## config.mk

```make
export PLATFORM = sky130hd
export DESIGN_NAME = lim_dir_entry
export DESIGN_NICKNAME = d
export VERILOG_FILES = /design/src/rtl/lim_dir_pkg.sv /design/src/rtl/lim_dir_match.sv /design/src/rtl/lim_dir_expand.sv /design/src/rtl/lim_dir_entry.sv
export SDC_FILE = /design/constraint.sdc
export NUM_CORES = 1
export LEC_CHECK = 0
export BUFFER_PORTS_ARGS = -buffer_cell sky130_fd_sc_hd__buf_2
export CORE_MARGIN = 5
export CORE_UTILIZATION = 25
export DETAILED_ROUTE_END_ITERATION = 10
export SKIP_CTS_REPAIR_TIMING = 1
export SLEW_MARGIN = 20
export SYNTH_ARGS = -nofsm -noshare
export SYNTH_HDL_FRONTEND = slang
export SYNTH_SLANG_ARGS = --single-unit
```

## constraint.sdc

```tcl
create_clock -name clk -period 4.85 [get_ports clk]
set_clock_uncertainty 0.15 [all_clocks]
set_input_delay 1.2125 -clock clk [delete_from_list [all_inputs] [get_ports clk]]
set_output_delay 1.2125 -clock clk [all_outputs]
set_load 0.01 [all_outputs]
```

## src/rtl/lim_dir_pkg.sv

```systemverilog
package lim_dir_pkg;

  // overflow handling choices
  localparam int POL_BCAST  = 0;
  localparam int POL_EVICT  = 1;
  localparam int POL_COARSE = 2;

  typedef enum logic [1:0] {
    OP_NOP   = 2'd0,
    OP_ADD   = 2'd1,
    OP_CLEAR = 2'd2,
    OP_WRITE = 2'd3
  } dir_op_e;

endpackage

```

## src/rtl/lim_dir_match.sv

```systemverilog
// Compares one node number against every live pointer slot.
module lim_dir_match #(
  parameter int NPTR = 2,
  parameter int NW   = 4,
  parameter int CW   = 2
) (
  input  logic [NPTR-1:0][NW-1:0] ptr_i,
  input  logic [CW-1:0]           cnt_i,
  input  logic [NW-1:0]           node_i,
  output logic                    hit_o
);

  logic [NPTR-1:0] slot_hit;

  for (genvar i = 0; i < NPTR; i++) begin : g_slot
    assign slot_hit[i] = (CW'(i) < cnt_i) && (ptr_i[i] == node_i);
  end

  assign hit_o = |slot_hit;

endmodule

```

## src/rtl/lim_dir_expand.sv

```systemverilog
// Turns the stored representation into a per-node mask.
module lim_dir_expand
  import lim_dir_pkg::*;
#(
  parameter int NODES  = 16,
  parameter int NPTR   = 2,
  parameter int GROUP  = 2,
  parameter int POLICY = POL_COARSE,
  parameter int NW     = 4,
  parameter int CW     = 2,
  localparam int NGRP  = NODES / GROUP
) (
  input  logic [NPTR-1:0][NW-1:0] ptr_i,
  input  logic [CW-1:0]           cnt_i,
  input  logic                    ovf_i,
  input  logic [NGRP-1:0]         grp_i,
  output logic [NODES-1:0]        ptr_mask_o,
  output logic [NODES-1:0]        sharer_mask_o
);

  for (genvar n = 0; n < NODES; n++) begin : g_node
    logic hit_n;

    always_comb begin
      hit_n = 1'b0;
      for (int i = 0; i < NPTR; i++) begin
        if ((CW'(i) < cnt_i) && (ptr_i[i] == NW'(n))) hit_n = 1'b1;
      end
    end

    assign ptr_mask_o[n] = hit_n;

    if (POLICY == POL_BCAST) begin : g_bc
      // group bits stay zero under this policy
      assign sharer_mask_o[n] = ovf_i | hit_n | grp_i[n / GROUP];
    end else if (POLICY == POL_COARSE) begin : g_cv
      assign sharer_mask_o[n] = ovf_i ? grp_i[n / GROUP] : hit_n;
    end else begin : g_ev
      // overflow and group bits stay zero under this policy
      assign sharer_mask_o[n] = hit_n | (ovf_i & grp_i[n / GROUP]);
    end
  end

endmodule

```

## src/rtl/lim_dir_entry.sv

```systemverilog
module lim_dir_entry
  import lim_dir_pkg::*;
#(
  parameter int NODES  = 16,
  parameter int NPTR   = 2,
  parameter int GROUP  = 2,
  parameter int POLICY = POL_COARSE,
  localparam int NW    = $clog2(NODES)
) (
  input  logic             clk,
  input  logic             rst_n,
  input  logic [1:0]       op_code,
  input  logic [NW-1:0]    op_node,
  output logic [NODES-1:0] sharer_mask,
  output logic             overflow,
  output logic             inval_valid,
  output logic [NODES-1:0] inval_mask
);

  localparam int NGRP = NODES / GROUP;
  localparam int CW   = $clog2(NPTR + 1);
  localparam int VW   = (NPTR > 1) ? $clog2(NPTR) : 1;

  dir_op_e op;
  assign op = dir_op_e'(op_code);

  logic [NPTR-1:0][NW-1:0] ptr_q, ptr_d;
  logic [CW-1:0]           cnt_q, cnt_d;
  logic                    ovf_q, ovf_d;
  logic [NGRP-1:0]         grp_q, grp_d;
  logic [VW-1:0]           vic_q, vic_d;
  logic                    iv_q, iv_d;
  logic [NODES-1:0]        im_q, im_d;

  logic                    hit;
  logic                    state_en;
  logic [NODES-1:0]        ptr_mask, share_mask, node_oh, vic_oh;
  logic [NGRP-1:0]         ptr_grp, node_grp;

  assign node_oh = {{(NODES-1){1'b0}}, 1'b1} << op_node;
  assign vic_oh  = {{(NODES-1){1'b0}}, 1'b1} << ptr_q[vic_q];

  lim_dir_match #(.NPTR(NPTR), .NW(NW), .CW(CW)) u_match (
    .ptr_i  (ptr_q),
    .cnt_i  (cnt_q),
    .node_i (op_node),
    .hit_o  (hit)
  );

  lim_dir_expand #(
    .NODES(NODES), .NPTR(NPTR), .GROUP(GROUP), .POLICY(POLICY),
    .NW(NW), .CW(CW)
  ) u_expand (
    .ptr_i         (ptr_q),
    .cnt_i         (cnt_q),
    .ovf_i         (ovf_q),
    .grp_i         (grp_q),
    .ptr_mask_o    (ptr_mask),
    .sharer_mask_o (share_mask)
  );

  // fold node masks into group bits
  for (genvar g = 0; g < NGRP; g++) begin : g_fold
    assign ptr_grp[g]  = |ptr_mask[g*GROUP +: GROUP];
    assign node_grp[g] = |node_oh[g*GROUP +: GROUP];
  end

  assign state_en = (op == OP_ADD) || (op == OP_CLEAR);

  always_comb begin
    ptr_d = ptr_q;
    cnt_d = cnt_q;
    ovf_d = ovf_q;
    grp_d = grp_q;
    vic_d = vic_q;
    iv_d  = 1'b0;
    im_d  = '0;
    unique case (op)
      OP_ADD: begin
        if (ovf_q) begin
          if (POLICY == POL_COARSE) grp_d = grp_q | node_grp;
        end else if (!hit) begin
          if (cnt_q < CW'(NPTR)) begin
            for (int i = 0; i < NPTR; i++) begin
              if (CW'(i) == cnt_q) ptr_d[i] = op_node;
            end
            cnt_d = cnt_q + CW'(1);
          end else if (POLICY == POL_COARSE) begin
            ovf_d = 1'b1;
            grp_d = ptr_grp | node_grp;
          end else if (POLICY == POL_BCAST) begin
            ovf_d = 1'b1;
          end else begin
            iv_d         = 1'b1;
            im_d         = vic_oh;
            ptr_d[vic_q] = op_node;
            vic_d        = (vic_q == VW'(NPTR - 1)) ? '0 : vic_q + VW'(1);
          end
        end
      end
      OP_CLEAR: begin
        ptr_d = '0;
        cnt_d = '0;
        ovf_d = 1'b0;
        grp_d = '0;
        vic_d = '0;
      end
      OP_WRITE: begin
        iv_d = 1'b1;
        im_d = share_mask & ~node_oh;
      end
      default: ;
    endcase
  end

  always_ff @(posedge clk or negedge rst_n) begin
    if (!rst_n) begin
      ptr_q <= '0;
      cnt_q <= '0;
      ovf_q <= 1'b0;
      grp_q <= '0;
      vic_q <= '0;
    end else if (state_en) begin
      ptr_q <= ptr_d;
      cnt_q <= cnt_d;
      ovf_q <= ovf_d;
      grp_q <= grp_d;
      vic_q <= vic_d;
    end
  end

  always_ff @(posedge clk or negedge rst_n) begin
    if (!rst_n) begin
      iv_q <= 1'b0;
      im_q <= '0;
    end else begin
      iv_q <= iv_d;
      im_q <= im_d;
    end
  end

  assign sharer_mask = share_mask;
  assign overflow    = ovf_q;
  assign inval_valid = iv_q;
  assign inval_mask  = im_q;

endmodule

```

* Word-level counts from Yosys, hierarchy flattened *
Index checks and enable logic that the tools add are counted.

storage, ports and cells
  flip-flop bits (word level) = 36
  input port bits = 8
  output and inout port bits = 34

cells by class
  add/sub/neg operators = 1
  order comparisons = 3
  eq/ne operators = 43
  shift operators = 1
  muxes and demuxes = 68
  bitwise logic cells = 4
  reductions and logical operators = 61

operators by type and width
  cell                                                                         number
  4-bit == test, second input constant                                         16
  1-bit two-way mux                                                            52
  8-bit two-way mux                                                            6
  1-bit logical AND                                                            34
  2-bit OR reduction                                                           17
  4-bit by 3-bit == test with 1-bit output, second input constant              8
  8-bit one-hot mux with 2 select lines                                        2
  16-bit AND                                                                   1
  4-bit by 2-bit == test with 1-bit output, second input constant              4
  16-bit two-way mux                                                           1
  16-bit inverter                                                              1
  8-bit bitwise OR                                                             2
  1-bit by 4-bit left shift with 16-bit output, first input constant           1
  6-bit AND reduction                                                          2
  4-bit by 1-bit == test with 1-bit output, second input constant              2
  4-bit == test                                                                2
  4-bit zero test                                                              2
  4-bit two-way mux                                                            2
  2-bit two-way mux                                                            3
  2-bit by 1-bit != test with 1-bit output, second input constant              3
  3-bit != test, second input constant                                         2
  5-bit AND reduction                                                          1
  2-bit == test, second input constant                                         2
  1-bit by 2-bit less-than comparator with 1-bit output, first input constant  2
  12 further kinds                                                             13

* Longest topological paths before layout *
Gate-level depths: netlist of run 1.

  depth in word-level cells = 10
  mapped depth = 8
  gate-level depth less buffers = 7

* By module *
From an unflattened synthesis of run 1, not the netlist that was laid out.

second synthesis, totals
  cells, all modules = 283
  area, all modules = 2551.2 sq um

modules (own cells, without submodules)
  module          times used  cells each  area each (sq um)  seq. area each (sq um)
  lim_dir_entry   1           175         1730.4             900.9
  lim_dir_expand  1           95          721.9              0.0
  lim_dir_match   1           13          98.8               0.0

* Least setup slack after synthesis of run 1 *
No wires, ideal clock.

  kind = register to output
  from = register cnt_q[1]
  to = output port sharer_mask[13]
  arrival = 1.668 ns
  path slack = 1.820 ns
  cell stages (with the launch flop) = 7
  buffers on the path = 1
  cells stage by stage = dfrtp_1 > buf_4 > inv_1 > ha_1 > nor4b_1 > a22o_1 > nand2b_1

on the way
  longest elaborated chain between the ends = 5
  elaborated cells on any way between the ends = 7
  classes of those cells = order compare (2); mux (3); reduce/logical (2)

RTL lines
  element                                                line                  source
  from (decl)                                            lim_dir_entry.sv:28   logic [CW-1:0] cnt_q, cnt_d;
  from (signal assigned)                                 lim_dir_entry.sv:125  cnt_q <= cnt_d;
  1-bit by 2-bit less-than comparator with 1-bit output  lim_dir_expand.sv:27  if ((CW'(i) < cnt_i) && (ptr_i[i] == NW'(n))) hit_n = 1'b1;
  1-bit logical AND                                      lim_dir_expand.sv:27
  1-bit two-way mux                                      lim_dir_expand.sv:27
  1-bit two-way mux *                                    lim_dir_expand.sv:27
  1-bit two-way mux *                                    lim_dir_expand.sv:37  assign sharer_mask_o[n] = ovf_i ? grp_i[n / GROUP] : hit_n;
  to (decl)                                              lim_dir_entry.sv:14   output logic [NODES-1:0] sharer_mask,

Mark *: on every way between the ends. The rest lies on a longest branch, timed or not.

* Final worst setup path of run 1 *
Same ends and word-level chain as after synthesis.

==> results.toml, run 1 <==
[run_status]
status = "completed"

[clock_network]
htreeDepth = 2
cts_buffer_depth = 2
cts_buffers = 5
cts_tree = "yes"
clkSinkCount = 36
clock_latency_ns = 0.28
cts_root_buffer = "clkbuf_8"
cts.clk_slew.worst_paths_ns = 0.07

[grt]
grt.met3_usage = 0.03099
grt_overflow = 0
grt_use_met1 = 0.1429
track_usage = 0.1156
grt_pass1_vias = 1747
met2_usage = 0.1932
top_usage_layer = "met2"
grt_max_degree = 37
grt_antenna_before_repair = 0
grt_pass1_wl_um = 9287

[layout]
drive_above_1_share = 0.2324
layout.cells.most_common = "buf_2"
fin_nets = 254
final_cell_mix = "41 x buf_2, 36 x dfrtp_1, 26 x nand2_1, 11 x a22oi_1"
final-instance-count-excl-fill = 346
finalInstanceArea_mm2 = 0.002461
antenna_cells = 0
syn_to_final_growth_pct = 17.85
postLayoutCoreUtil = 0.3010

[yosys]
synth-compound-area-share = 0.2816
synth_top_family_by_area = "compound AO/OA/AOI/OAI gates"
synth_mux_area_frac = 0
synth_top_area_frac = 0.4314
syn-instance-count = 205
synth_nets = 218
ys_seq_elements = 36
synth.avg_cell_area_um2 = 10.19
ys_warn_count = 0
yosys.area.top_type = "dfrtp_1"
synth_fa_ha_area_frac = 0.02996
async_flop_share = 1.000
ys_seq_area_frac = 0.4314
synth-edff-count = 0
synthesis.area_mm2 = 0.002088
synth_xor_area_frac = 0.03715
ys_types = 43
synthTopCellsByArea = "dfrtp_1 43%, nand2_1 4.7%, a22oi_1 4.0%, o2bb2ai_1 3.4%, ha_1 3.0%"
ys.flop_type = "dfrtp_1"
synth_simple_gate_area_frac = 0.1768

[placed_design]
dp_cells = 339
dp_hpwl_um = 4180
portBuffers = 41
place_congestion = 0.8917
postPlaceCellArea_mm2 = 0.002365

[critical_path]
cp-start-kind = "register"
cp.arrival_ns = 2.44
reg2reg_setup_slack_ns = 2.39
worst_r2r_path_depth = 7
timing.rr.end = "grp_q[7]$_DFFE_PN0P_"
crit_required_ns = 3.49
worstReg2RegStart = "cnt_q[1]$_DFFE_PN0P_"
cp_max_fo = 9
criticalPathCategory = "register to output pin"
end_kind = "output pin"

[pwr]
ir_drop_mv = 0.1245
p_total_mw = 1.138
p_leak_nw = 1.194
powerDensity_mw_per_mm2 = 462.3

[die]
pin_count = 42
fp.dieW_um = 101.4
die-area_mm2 = 0.01028
num_rows = 33
initial_utilization = 0.2554
die_y_um = 101.4
coreArea_mm2 = 0.008175

[sta]
max_freq_ghz = 0.2626
rsz0062_at_grt = "false"
hold_viol = 0
min_period_ns = 3.807
fin_setup_tns_ns = 0
maxSlewViolCount = 0
setup_viol = 0
slew_headroom = 0.4464
min_period_over_period = 0.7850
tightestPinTransition_ns = 0.8303

[route]
first_pass_iters = 4
wl_per_cell_um = 16.70
vias = 1824
dr.first_iter.drc_count = 112
wirelength_um = 5777
ant_nets = 0
drc_errors = 0
avgViaCountPerCell = 5.272

[worst_hold_path]
holdCritStartpoint = "grp_q[2]$_DFFE_PN0P_"
whs_path_depth = 1
min_to = "grp_q[2]$_DFFE_PN0P_"
min_path_type = "register to register"

[flow_run]
max-cap-violations = 0
## cell usage after synthesis (all sizes together), types with 5 or more instances
| library cell | n |
|---|---|
| a32o | 5 |
| inv | 8 |
| nand2 | 26 |
| nand2b | 5 |
| nor2b | 5 |
| ha | 5 |
| o2bb2ai | 8 |
| xnor2 | 7 |
| a22o | 6 |
| a22oi | 11 |
| buf | 5 |
| o21ai | 8 |
| nor2 | 8 |
| o311a | 6 |
| nor3 | 6 |
| clkbuf | 7 |
| dfrtp | 36 |
| a21oi | 7 |
## registers in the layout (all words and copies together), names as in the netlist
name         flops
grp_q            8
overflow         1
inval_mask      16
inval_valid      1
ptr_q            8
cnt_q            2
## power by group
group          internal (mW)  switching [mW]
clock network          0.126           0.102
logic                  0.185           0.261
registers              0.365          0.0990
## metal layers
metal / share of wire / up-vias
met1: 0.44 / 904
li1: - / 856
met4: 0.014 / 0
met3: 0.052 / 7
met2: 0.49 / 57
met5: 0 / -
## worst max-delay path by stage
| stage | start | to | cells past startpoint | slack [ns] |
|---|---|---|---|---|
| 4_1_cts | cnt_q[1]$_DFFE_PN0P_ | sharer_mask[13] | 6 | 1.06 |
| 3_3_place_gp | cnt_q[1]$_DFFE_PN0P_ | sharer_mask[13] | 6 | 1.39 |
| 5_1_grt | cnt_q[1]$_DFFE_PN0P_ | sharer_mask[6] | 6 | 0.82 |
| 3_5_place_dp | cnt_q[1]$_DFFE_PN0P_ | sharer_mask[13] | 6 | 1.38 |
| 2_1_floorplan | cnt_q[1]$_DFFE_PN0P_ | sharer_mask[13] | 6 | 1.82 |
| 6_report | cnt_q[1]$_DFFE_PN0P_ | sharer_mask[13] | 6 | 1.04 |
## through the flow
step | setup slack, ns | hold WS, ns
after global placement | 1.391 | 0.3216
after global routing | 0.8204 | 0.3594
after floorplan | 1.820 | 0.3060
final | 1.043 | 0.3431
after CTS | 1.059 | 0.3457
after detailed placement | 1.382 | 0.3244
## critical path, cell delays in order, from the launching register on
cell	delay (ns)
dfrtp_1	0.55
inv_1	0.13
ha_1	0.28
nor4b_1	0.67
a22o_1	0.27
nand2b_1	0.13
buf_2	0.14
## logic make-up after synthesis
| kind of cell | after synthesis |
|---|---|
| simple gates | 67 |
| fa+ha+maj | 5 |
| buf+inv | 20 |
| xor+xnor | 8 |
| compound gates | 69 |
| flops | 36 |
## final cells by class
cell class | count | area (um2)
clock buffers | 7 | 96.34
well taps | 105 | 131.4
fillers | 837 | 5714
flip-flops and latches | 36 | 900.9
repair buffers | 41 | 205.2
inverters | 8 | 30.03
multi-input cells | 149 | 1097
No activity file was read; power rests on OpenSTA's default activity.
==> run 2, diff against run 1 <==
clock period = 3.2 ns   (was 4.85 ns; I/O delays follow)
==> results.toml, run 2 (synthesis results as in run 1) <==
[die]
fp.dieW_um = 101.4
num_rows = 33
pin_count = 42
initial_utilization = 0.2554
die-area_mm2 = 0.01028
coreArea_mm2 = 0.008175
die_y_um = 101.4

[grt]
grt_pass1_vias = 1862
grt_overflow = 0
grt_pass1_wl_um = 9729
grt_antenna_before_repair = 0
track_usage = 0.1212
grt_max_degree = 37

[pwr]
clkPwrFrac = 0.225
power_frac_seq = 0.380
p_switching_mw = 0.7326
powerDensity_mw_per_mm2 = 723.0
p_leak_nw = 1.216
intPower_mw = 1.078
ir_drop_mv = 0.1961
p_sw_frac = 0.4045
p_comb_frac = 0.395

[sta]
tightestPinTransition_ns = 0.8131
slew_headroom = 0.4579
fin_setup_tns_ns = 0
min_period_ns = 2.950
maxSlewViolCount = 0
max_freq_ghz = 0.3390
hold_viol = 0
rsz0062_at_grt = "false"
setup_viol = 0
min_period_over_period = 0.9220

[clock_network]
cts.clk_slew.worst_paths_ns = 0.08
cts_root_buffer = "clkbuf_8"
cts_buffer_depth = 2
cts_buffers = 5
cts_tree = "yes"
clkSinkCount = 36
clock_latency_ns = 0.29
htreeDepth = 2

[layout]
fin_nets = 257
fill_cells = 858
layout.cells.most_common = "buf_2"
syn_to_final_growth_pct = 19.95
antenna_cells = 0
drive_above_1_share = 0.2490
postLayoutCoreUtil = 0.3064
final_cell_mix = "41 x buf_2, 36 x dfrtp_1, 26 x nand2_1, 11 x a22oi_1"
largest_reg_flops = 16

[critical_path]
end_kind = "output pin"
crit_chain = "and4bb_2, a22oi_1, nand2_1, buf_2"
critical_path_buf_inv_count = 1
cp_max_fo = 19
worstReg2RegStart = "overflow$_DFFE_PN0N_"
crit_required_ns = 2.25
crit_slowest_cell = "dfrtp_1"
criticalPathCategory = "register to output pin"
max_stage_delay_ns = 0.77
critPathTopFamily = "flip-flops"
cp-start-kind = "register"
startpoint = "overflow$_DFFE_PN0N_"
cp.arrival_ns = 2.00

[route]
first_pass_iters = 4
drc_errors = 0
wirelength_um = 6083
wl_per_cell_um = 17.38
dr.first_iter.drc_count = 142
ant_nets = 0
vias = 1869
avgViaCountPerCell = 5.340

[run_status]
status = "completed"

[worst_hold_path]
holdCritStartpoint = "grp_q[4]$_DFFE_PN0P_"
min_path_type = "register to register"

[placed_design]
portBuffers = 41
dp_hpwl_um = 4376
place_congestion = 0.9686

[flow_run]
max-cap-violations = 0
-- run 2: cell count changes in the layout (fill, tap and decap cells not counted) --
| cell | before | now |
|---|---|---|
| buf_4 | 0 | 3 |
| bufinv_16 | 0 | 1 |
| clkbuf_8 | 7 | 5 |
| clkinv_2 | 0 | 1 |
| clkinvlp_4 | 0 | 1 |
| nor4b_1 | 3 | 2 |
| nor4b_2 | 0 | 1 |
-- run 2: final cells by class --
type	instances	area [um2]	area share
Timing Repair Buffer	44	227.7	0.09091
Inverter	8	30.03	0.01199
Clock inverter	3	42.54	0.01698
Multi-Input combinational cell	149	1104	0.4406
Clock buffer	5	68.82	0.02747
Sequential cell	36	900.9	0.3596
Tap cell	105	131.4	0.05245
-- run 2: metal layers --
metal  track usage  wire [um]  vias up
li1              -          -      854
met4       0.04806        118        0
met2        0.2022       2976       62
met3       0.02410        400        9
met1        0.1535       2587      944
met5             0          0        -
-- run 2: path summary, 6_finish.rpt --
| kind | cells past startpoint | to | slack [ns] |
|---|---|---|---|
| max | 4 | sharer_mask[10] | 0.25 |
| min | 1 | grp_q[4]$_DFFE_PN0P_ | 0.34 |
| max reg2reg | 5 | ptr_q[7]$_DFFE_PN0P_ | 1.06 |
| min reg2reg | 1 | grp_q[4]$_DFFE_PN0P_ | 0.34 |
| max in group asynchronous | 1 | grp_q[3]$_DFFE_PN0P_ | 1.94 |
| min in group asynchronous | 1 | ptr_q[5]$_DFFE_PN0P_ | 0.44 |
-- run 2: power groups by stage --
stage	Sequential, mW	Clock, mW	Combinational [mW]
2_1_floorplan	0.629	0	0.526
3_3_place_gp	0.686	0	0.701
3_5_place_dp	0.692	0	0.713
4_1_cts	0.682	0.419	0.718
5_1_grt	0.702	0.435	0.793
6_report	0.688	0.407	0.716
-- run 2: stage by stage --
stage	instance area, um2	std cells	worst slack (ns)	power [mW]	hold WS, ns
after floorplan	2088	205	0.5825	1.154	0.3060
after global placement	2387	342	0.5854	1.387	0.3208
after detailed placement	2387	342	0.5085	1.405	0.3251
after CTS	2499	350	0.1783	1.820	0.3471
after global routing	2505	350	0.1414	1.929	0.3674
final	2505	350	0.2498	1.811	0.3418
==> run 3, diff against run 2 <==
PLACE_DENSITY = 0.45   (was default)
==> results.toml, run 3 (synthesis results as in run 1) <==
[route]
dr.first_iter.drc_count = 114
first_pass_iters = 5
avgViaCountPerCell = 5.214
ant_nets = 0
wirelength_um = 6121
vias = 1830
drc_errors = 0
wl_per_cell_um = 17.44

[clock_network]
cts.clk_slew.worst_paths_ns = 0.07
cts_root_buffer = "clkbuf_8"
clock_latency_ns = 0.29
htreeDepth = 2
cts_buffer_depth = 2
clkSinkCount = 36
cts_buffers = 5
cts_tree = "yes"

[layout]
layout.cells.most_common = "buf_2"
antenna_cells = 0
syn_to_final_growth_pct = 19.47
final-instance-count-excl-fill = 351
fin_nets = 258
drive_above_1_share = 0.2480
final_cell_mix = "41 x buf_2, 36 x dfrtp_1, 26 x nand2_1, 11 x a22oi_1"
postLayoutCoreUtil = 0.3052
largest_reg_flops = 16

[pwr]
p_sw_frac = 0.4093
p_comb_frac = 0.407
ir_drop_mv = 0.1848
power_frac_seq = 0.395
powerDensity_mw_per_mm2 = 693.9
p_total_mw = 1.731
p_leak_nw = 1.211
p_switching_mw = 0.7086
clkPwrFrac = 0.198
intPower_mw = 1.023

[sta]
whs_ns = 0.3426
hold_viol = 0
max_freq_ghz = 0.3380
slew_headroom = 0.4346
min_period_ns = 2.959
fin_setup_tns_ns = 0
setup_viol = 0
rsz0062_at_grt = "false"
min_period_over_period = 0.9246
tightestPinTransition_ns = 0.8481
maxSlewViolCount = 0

[critical_path]
critical_path_buf_inv_count = 1
crit_slowest_cell = "dfrtp_1"
cp_max_fo = 19
end_kind = "output pin"
crit_required_ns = 2.25
cp-start-kind = "register"
crit_chain = "and4bb_2, a32oi_1, nand2_1, buf_2"
max_stage_delay_ns = 0.77
cp.arrival_ns = 2.01
critPathTopFamily = "flip-flops"
criticalPathCategory = "register to output pin"

[die]
num_rows = 33
die_y_um = 101.4
coreArea_mm2 = 0.008175
pin_count = 42
die-area_mm2 = 0.01028
initial_utilization = 0.2554
fp.dieW_um = 101.4

[grt]
grt_antenna_before_repair = 0
grt_max_degree = 37
track_usage = 0.1201
grt_pass1_wl_um = 9584
grt_pass1_vias = 1714
grt_overflow = 0

[run_status]
status = "completed"

[placed_design]
portBuffers = 41
dp_cells = 343
place_congestion = 0.8398
dp_hpwl_um = 4488

[flow_run]
max-cap-violations = 0

[worst_hold_path]
min_path_type = "register to register"
run 3: changes by cell type in the layout (fill, tap and decap cells not counted), sizes merged:
cell,before,now
bufinv,1,0
clkbuf,5,7
buf,44,45
clkinv,1,0
run 3: cell type report:
class                      instances  area [um2]
fill                             850        5680
multi-input combinational        149        1104
sequential                        36       900.9
timing repair buffer              45       235.2
tap                              105       131.4
clock buffer                       7       86.33
inverter                           8       30.03
clock inverter                     1       7.507
run 3: worst register-to-register path: stages (launching register included):
cell	delay, ns
dfrtp_1	0.63
nor2b_1	0.29
and2_1	0.19
o31ai_1	0.12
nor3_1	0.50
a32o_1	0.26
run 3: routing by layer:
layer	track usage	wire, um	vias up
met5	0	0	-
met4	0.03681	85	0
met3	0.02135	294	7
met2	0.2007	3065	67
met1	0.1578	2676	892
li1	-	-	864
run 3: per-stage QoR:
stage	worst slack (ns)	instance area (um2)
4_1_cts	0.1802	2489
5_1_grt	0.09034	2495
6_report	0.2414	2495
3_3_place_gp	0.5585	2395
3_5_place_dp	0.5039	2395
2_1_floorplan	0.5825	2088
run 3: path summary, 6_finish.rpt:
kind / startpoint / cells after the start / end / slack (ns)
setup / recovery: overflow$_DFFE_PN0N_ / 4 / sharer_mask[11] / 0.24
min in group asynchronous: rst_n / 1 / cnt_q[0]$_DFFE_PN0P_ / 0.47
hold / removal: grp_q[2]$_DFFE_PN0P_ / 1 / grp_q[2]$_DFFE_PN0P_ / 0.34
setup reg to reg: overflow$_DFFE_PN0N_ / 5 / ptr_q[4]$_DFFE_PN0P_ / 1.01
hold reg to reg: grp_q[2]$_DFFE_PN0P_ / 1 / grp_q[2]$_DFFE_PN0P_ / 0.34
max in group asynchronous: rst_n / 1 / inval_mask[15]$_DFF_PN0_ / 1.89
run 3: power by group through the flow:
stage / logic [mW] / clock network [mW] / registers [mW]
2_1_floorplan: 0.526 / 0 / 0.629
3_3_place_gp: 0.715 / 0 / 0.685
3_5_place_dp: 0.709 / 0 / 0.688
4_1_cts: 0.711 / 0.354 / 0.678
5_1_grt: 0.778 / 0.369 / 0.700
6_report: 0.705 / 0.343 / 0.683
